File: src/rtl/cfg_write_port.sv
module cfg_write_port #(
  parameter logic [6:0] DEV_ADDR = 7'h36,
  parameter logic [6:0] CFG_INIT = 7'h01
) (
  input  logic       clk,
  input  logic       rst_n,
  input  logic       scl_in,
  input  logic       sda_in,
  output logic       sda_pull,
  output logic [2:0] ref_mode,
  output logic       clk_ext,
  output logic       bipolar_en,
  output logic [6:0] cfg_word
);

  typedef enum logic [2:0] {S_IDLE, S_ADDR, S_AACK, S_DATA, S_DACK, S_SKIP} st_t;

  logic [1:0] scl_sync, sda_sync;
  logic       scl_q, sda_q;
  logic [7:0] shreg;
  logic [3:0] bit_cnt;
  st_t        state;

  wire scl_s = scl_sync[1];
  wire sda_s = sda_sync[1];
  wire start_seen = scl_s & scl_q & sda_q & ~sda_s;
  wire stop_seen  = scl_s & scl_q & ~sda_q & sda_s;
  wire scl_rise   = scl_s & ~scl_q;
  wire scl_fall   = ~scl_s & scl_q;
  wire byte_full  = (bit_cnt == 4'd8);
  wire addr_ok    = (shreg[7:1] == DEV_ADDR) && !shreg[0];

  always_ff @(posedge clk) begin
    if (!rst_n) begin
      scl_sync <= 2'b11;
      sda_sync <= 2'b11;
      scl_q    <= 1'b1;
      sda_q    <= 1'b1;
    end else begin
      scl_sync <= {scl_sync[0], scl_in};
      sda_sync <= {sda_sync[0], sda_in};
      scl_q    <= scl_s;
      sda_q    <= sda_s;
    end
  end

  always_ff @(posedge clk) begin
    if (!rst_n) begin
      state      <= S_IDLE;
      bit_cnt    <= '0;
      shreg      <= '0;
      sda_pull   <= 1'b0;
      ref_mode   <= '0;
      clk_ext    <= 1'b0;
      bipolar_en <= 1'b0;
      cfg_word   <= CFG_INIT;
    end else if (start_seen) begin
      state    <= S_ADDR;
      bit_cnt  <= '0;
      sda_pull <= 1'b0;
    end else if (stop_seen) begin
      state    <= S_IDLE;
      bit_cnt  <= '0;
      sda_pull <= 1'b0;
    end else begin
      case (state)
        S_ADDR, S_DATA: begin
          if (scl_rise && !byte_full) begin
            shreg   <= {shreg[6:0], sda_s};
            bit_cnt <= bit_cnt + 4'd1;
          end else if (scl_fall && byte_full) begin
            bit_cnt <= '0;
            if (state == S_ADDR) begin
              if (addr_ok) begin
                state    <= S_AACK;
                sda_pull <= 1'b1;
              end else begin
                state <= S_SKIP;
              end
            end else begin
              state    <= S_DACK;
              sda_pull <= 1'b1;
              if (shreg[7]) begin
                ref_mode   <= shreg[6:4];
                clk_ext    <= shreg[3];
                bipolar_en <= shreg[2];
                if (!shreg[1]) cfg_word <= CFG_INIT;
              end else begin
                cfg_word <= shreg[6:0];
              end
            end
          end
        end
        S_AACK, S_DACK: begin
          if (scl_fall) begin
            sda_pull <= 1'b0;
            state    <= S_DATA;
          end
        end
        default: ;
      endcase
    end
  end

endmodule


File: config.mk
export PLATFORM = sky130hd
export DESIGN_NAME = cfg_write_port
export DESIGN_NICKNAME = d
export VERILOG_FILES = /design/src/rtl/cfg_write_port.sv
export SDC_FILE = /design/constraint.sdc
export NUM_CORES = 1
export LEC_CHECK = 0
export ABC_AREA = 0
export BUFFER_PORTS_ARGS = -buffer_cell sky130_fd_sc_hd__buf_2
export CORE_MARGIN = 2
export CORE_UTILIZATION = 50
export DETAILED_ROUTE_END_ITERATION = 12
export PLACE_DENSITY = 0.8
export SLEW_MARGIN = 20
export SYNTH_ARGS = -nofsm -noshare
export SYNTH_HDL_FRONTEND = slang
export SYNTH_SLANG_ARGS = --single-unit
File: constraint.sdc
create_clock -name clk -period 1.4 [get_ports clk]
set_clock_uncertainty 0.15 [all_clocks]
set_input_delay 0.21 -clock clk [delete_from_list [all_inputs] [get_ports clk]]
set_output_delay 0.21 -clock clk [all_outputs]
set_load 0.05 [all_outputs]
==> flow_summary.toml, run 1 <==
[drt]
firstDrtPassIters = 4
ant_nets = 0
drt_wl_total_um = 3920
drtIter0Drc = 46
vias_per_cell = 5.59
wl_per_cell_um = 16.5
drc = 0
dr_total_vias = 1330

[pwr]
peakVddDrop_v = 0.00118
powerDensity_nw_per_um2 = 901
swShare = 0.228
power_mw = 1.79
switching_power_mw = 0.409
power_frac_seq = 0.548
clockPowerShare = 0.412
power_frac_comb = 0.040
power.internal_mw = 1.38
p_leak_nw = 0.772

[cells_and_area]
nets = 212
nFillCells = 176
drive_above_1_share = 0.478
utilization = 0.741
synthToLayoutAreaGrowth_pct = 44.6
diodes = 0

[clock_tree]
cts_max_path_buffers = 2
cts_tree = "done"
clk_pin_slew_worst_paths_ns = 0.11
clock_sinks = 34
clock_latency_ns = 0.35
cts_max_level = 2
clockRootBuffer = "clkbuf_4"
cts_buffers = 5

[placed_design]
dp_slack_ns = -0.212
gp_congestion = 0.874
portBuffers = 16
dp_hpwl_um = 2340

[sta]
period_minus_slack_ns = 1.59
tightest_slew_ns = 0.353
slew-limit-headroom = 0.762
timing.setup.tns_ns = -2.36
maxSlewViolCount = 0
rsz0062_at_grt = "yes"
setup_violations = 25
hold_violations = 0
max_freq_mhz = 629
finalCritPeriodShare = 1.13
setup_slack_ns = -0.189

[logic_synthesis]
async_flop_share = 0
synth-edff-count = 0
ys_seq_area_frac = 0.495
syn-instance-count = 155
synthDistinctLibCells = 35
yosysWarnings = 0
netlist_area_um2 = 1380
synth_area_per_cell_um2 = 8.88
synth_ff_type = "dfxtp_1"
yosys_register_bits = 34
synth_nets = 161

[min_path]
min_path_type = "reg2reg"

[job]
cap_violations = 0

[die]
die_w_um = 56.5
initial_core_util = 0.512
fp-row-count = 19
die-area_um2 = 3190
num_io_pins = 17
core_um2 = 2690
die_h_um = 56.5

[grt]
grt_pass1_vias = 1272
grt_max_degree = 20
grt_pass1_wl_um = 5610
grt_overflow = 0
grt_usage = 0.232
antenna_found_initial = 0

[outcome]
violations = "setup timing"
status = "finished, violations left"

[critical_path]
critical_path_class = "reg2reg"
cp_max_fo = 2
cp-start-kind = "flop"
cp-end-kind = "flop"
cp.required_ns = 1.55
arrival_ns = 1.74
[flip-flops by register name (all words and copies together) (netlist names)]
signal	cells
sda_sync	2
cfg_word	7
shreg	8
bit_cnt	4
ref_mode	3
bipolar_en	1
sda_pull	1
clk_ext	1
state	3
sda_q	1
scl_q	1
scl_sync	2
[worst max-delay path: stages, from the launching register on]
cell	delay, ns
dfxtp_2	0.34
and4bb_2	0.28
nand4_1	0.18
o41ai_2	0.35
o311a_1	0.24
[worst paths after layout]
path | from | end | slack [ns] | cells past startpoint
worst min-delay path | scl_sync[0] | scl_sync[1] | 0.30 | 1
worst max register to register | shreg[7] | state[1] | -0.19 | 4
worst max-delay path | shreg[7] | state[1] | -0.19 | 4
worst min register to register | scl_sync[0] | scl_sync[1] | 0.30 | 1
[metal layers]
layer  wire length, µm  part of all wire  vias to the layer above  track usage
met5                 0                 0                        -            0
met4               109             0.028                        0        0.112
met3               190             0.049                       12       0.0760
met2              2010              0.51                       34        0.394
met1              1610              0.41                      641        0.259
li1                  -                 -                      643            -
[cells by family after synthesis]
kind of cell             after synthesis  synth area share
AND/OR/NAND/NOR                       70             0.264
AO/OA/AOI/OAI                         34             0.169
flip-flops                            34             0.495
buffers and inverters                 12            0.0354
XOR/XNOR                               3            0.0191
adder cells (fa/ha/maj)                2            0.0182
[power by group through the flow]
stage | clock, mW | combinational [mW] | sequential, mW
CTS | 0.749 | 0.0648 | 0.982
global placement | 0 | 0.0549 | 1.00
finish | 0.739 | 0.0720 | 0.983
global route | 0.786 | 0.0769 | 0.984
detailed placement | 0 | 0.0576 | 1.00
floorplan | 0 | 0.0335 | 1.00
[Yosys cell counts (2+ instances only)]
cell type | number | area [µm²]
o22ai_1 | 6 | 37.5
nand2b_1 | 6 | 37.5
nand3_1 | 12 | 60.1
a21boi_0 | 8 | 60.1
ha_1 | 2 | 25.0
clkbuf_1 | 3 | 11.3
and3_1 | 2 | 12.5
a21oi_1 | 5 | 25.0
o21ai_0 | 6 | 30.0
nor2_1 | 4 | 15.0
a31oi_1 | 2 | 12.5
dfxtp_1 | 34 | 681
nand2_1 | 33 | 124
nand3b_1 | 3 | 22.5
inv_1 | 6 | 22.5
xor2_1 | 2 | 17.5
buf_2 | 3 | 15.0
[timing repair]
item                       in CTS  in global routing
setup buffers                   0                  8
pin swaps                      15                 22
resized for setup              15                 42
hold endpoints to repair        2                  0
hold buffers                    3                  0
setup endpoints to repair      27                 29
cloned                          0                  3
[final cells by class]
| type | count | area, µm² | share of cell area |
|---|---|---|---|
| sequential | 34 | 687 | 0.345 |
| timing repair buffer | 48 | 354 | 0.178 |
| multi-input combinational | 111 | 806 | 0.405 |
| clock buffer | 5 | 37.5 | 0.0189 |
| tap | 31 | 38.8 | 0.0195 |
| clock inverter | 3 | 45.0 | 0.0226 |
| inverter | 6 | 22.5 | 0.0113 |
[cell usage in the layout (no fill, tap or decap), drive strengths merged, types with 2 or more instances in the layout]
| cell | Yosys | layout |
|---|---|---|
| a21oi | 5 | 5 |
| and3 | 2 | 2 |
| and4bb | 3 | 3 |
| ha | 2 | 2 |
| nor2 | 4 | 4 |
| a31oi | 2 | 2 |
| a21boi | 8 | 8 |
| nand2b | 6 | 6 |
| o21ai | 7 | 7 |
| clkbuf | 3 | 8 |
| nand2 | 33 | 33 |
| o22ai | 6 | 6 |
| and2 | 1 | 2 |
| clkinvlp | 0 | 2 |
| nand3 | 13 | 14 |
| dlygate4sd3 | 0 | 3 |
| nand3b | 3 | 3 |
| xor2 | 2 | 2 |
| dfxtp | 34 | 34 |
| buf | 3 | 42 |
| inv | 6 | 6 |
[metrics by stage]
stage / instances / hold WS, ns / instance area (µm²)
floorplan: 155 / 0.133 / 1400
global placement: 217 / 0.237 / 1660
detailed placement: 217 / 0.244 / 1660
CTS: 227 / 0.280 / 1810
global route: 238 / 0.326 / 1990
finish: 238 / 0.299 / 1990
No activity file was read; power rests on OpenSTA's default activity.
==> inputs of run 2 (changes only) <==
Settings changed: CORE_ASPECT_RATIO from default to 0.7, CORE_MARGIN 2 to 10.
==> flow_summary.toml, run 2 (synthesized netlist as in run 1, its figures left out) <==
[outcome]
status = "finished, violations left"
violations = "setup timing"

[sta]
hold_violations = 0
slew-limit-headroom = 0.811
period_minus_slack_ns = 1.56
tightest_slew_ns = 0.281
max_freq_mhz = 641
setup_violations = 24
maxSlewViolCount = 0
setup_slack_ns = -0.159
finalCritPeriodShare = 1.11
rsz0062_at_grt = "yes"

[job]
cap_violations = 0

[cells_and_area]
layout_common_cells = "dfxtp_1, nand2_1, buf_4"
largest_register_ffs = 8
diodes = 0
drive_above_1_share = 0.414
nets = 208
final_cells = 237
synthToLayoutAreaGrowth_pct = 40.1
largestRegisters = "shreg (8), cfg_word (7), bit_cnt (4)"
regMostFlops = "shreg"
layout_commonest_cell = "dfxtp_1"

[placed_design]
place_inst = 221
dp_hpwl_um = 2580
portBuffers = 16
gp_congestion = 0.843
dp_slack_ns = -0.190

[critical_path]
rr_worst_depth = 6
slowest_stage = "dfxtp_2"
cp-end-kind = "flop"
crit_chain = "inv_2 -> ha_4 -> and4b_2 -> nand3b_1 -> o22ai_1 -> nand2_1"
cp.depth = 6
cp-start-kind = "flop"
critical_path_class = "reg2reg"
cp.required_ns = 1.43
cp_top_family = "simple AND/OR/NAND/NOR gates"
arrival_ns = 1.59
crit_buf_inv = 1
cp_max_fo = 4
slowest_delay_ns = 0.33

[drt]
vias_per_cell = 5.59
ant_nets = 0
dr_total_vias = 1326
drt_wl_total_um = 3920
firstDrtPassIters = 4
wl_per_cell_um = 16.5
drc = 0
drtIter0Drc = 145

[clock_tree]
clockRootBuffer = "clkbuf_8"
cts_buffers = 5
clock_latency_ns = 0.29
cts_tree = "done"
clock_sinks = 34
clk_pin_slew_worst_paths_ns = 0.07
cts_max_path_buffers = 2
cts_max_level = 2

[min_path]
min_path_type = "in2reg"
min_delay_path_depth = 3

[die]
die_h_um = 63.9
num_io_pins = 17
die_w_um = 82.7
initial_core_util = 0.539
fp-row-count = 15
die-area_um2 = 5280
core_um2 = 2550

[grt]
antenna_found_initial = 0
busiest_layer = "met2"
grt_pass1_wl_um = 5870
grt_pass1_vias = 1243
grt.met2_usage = 0.221
grt_usage = 0.141
met1_usage = 0.178
use_met3 = 0.0433
grt_max_degree = 26
grt_overflow = 0

[pwr]
power_mw = 1.94
p_leak_nw = 0.772
peakVddDrop_v = 0.000758
powerDensity_nw_per_um2 = 1000
run 2: cell count changes in the layout (fill, tap and decap cells not counted), sizes merged:
cell,delta
buf,+1
clkbuf,-1
nand3,-1
dlygate4sd3,-1
clkinvlp,-2
run 2: tightest hold or removal path: cells and delay by family:
family / cells / cell delay, ns
AOI/OAI and AO/OA: 2 / 0.14
buffers and inverters: 1 / 0.12
run 2: stage by stage:
step           cell area [µm²]  hold slack [ns]  setup TNS [ns]  utilization
2_1_floorplan             1400            0.133          -0.154            -
3_3_place_gp              1670            0.240          -0.576        0.655
3_5_place_dp              1670            0.244           -1.98        0.655
4_1_cts                   1870            0.114           -1.22        0.731
5_1_grt                   1930            0.119           -3.17        0.755
6_report                  1930           0.0997           -1.65        0.755
run 2: cell type report:
class	instances	area, µm²
well taps	34	42.5
repair buffers	45	312
fillers	180	624
inverters	6	22.5
flip-flops and latches	34	686
multi-input cells	110	759
clock buffers	7	76.3
clock inverters	1	30.0
run 2: power by group:
part	internal (mW)	total (mW)	switching (mW)
combinational	0.0342	0.0694	0.0351
clock	0.533	0.886	0.353
sequential	0.976	0.981	0.00517
total	1.54	1.94	0.394
run 2: layer usage:
metal | part of all wire | vias up
li1 | - | 632
met1 | 0.44 | 640
met2 | 0.49 | 47
met3 | 0.064 | 7
met4 | 0.011 | 0
met5 | 0 | -
run 2: path summary, 6_finish.rpt:
path               startpoint           to  slack (ns)
setup / recovery   bit_cnt[0]  cfg_word[0]       -0.16
setup reg to reg   bit_cnt[0]  cfg_word[0]       -0.16
hold reg to reg   scl_sync[0]  scl_sync[1]        0.26
hold / removal          rst_n     sda_pull         0.1
run 2: timing repair:
| action | in CTS | in global routing |
|---|---|---|
| endpoints found under the hold margin | 2 | 0 |
| resized for setup | 14 | 22 |
| endpoints found under the setup margin | 26 | 28 |
| gates cloned | 0 | 2 |
| pin swaps | 14 | 12 |
| hold buffers | 2 | 0 |
| buffers inserted | 4 | 1 |
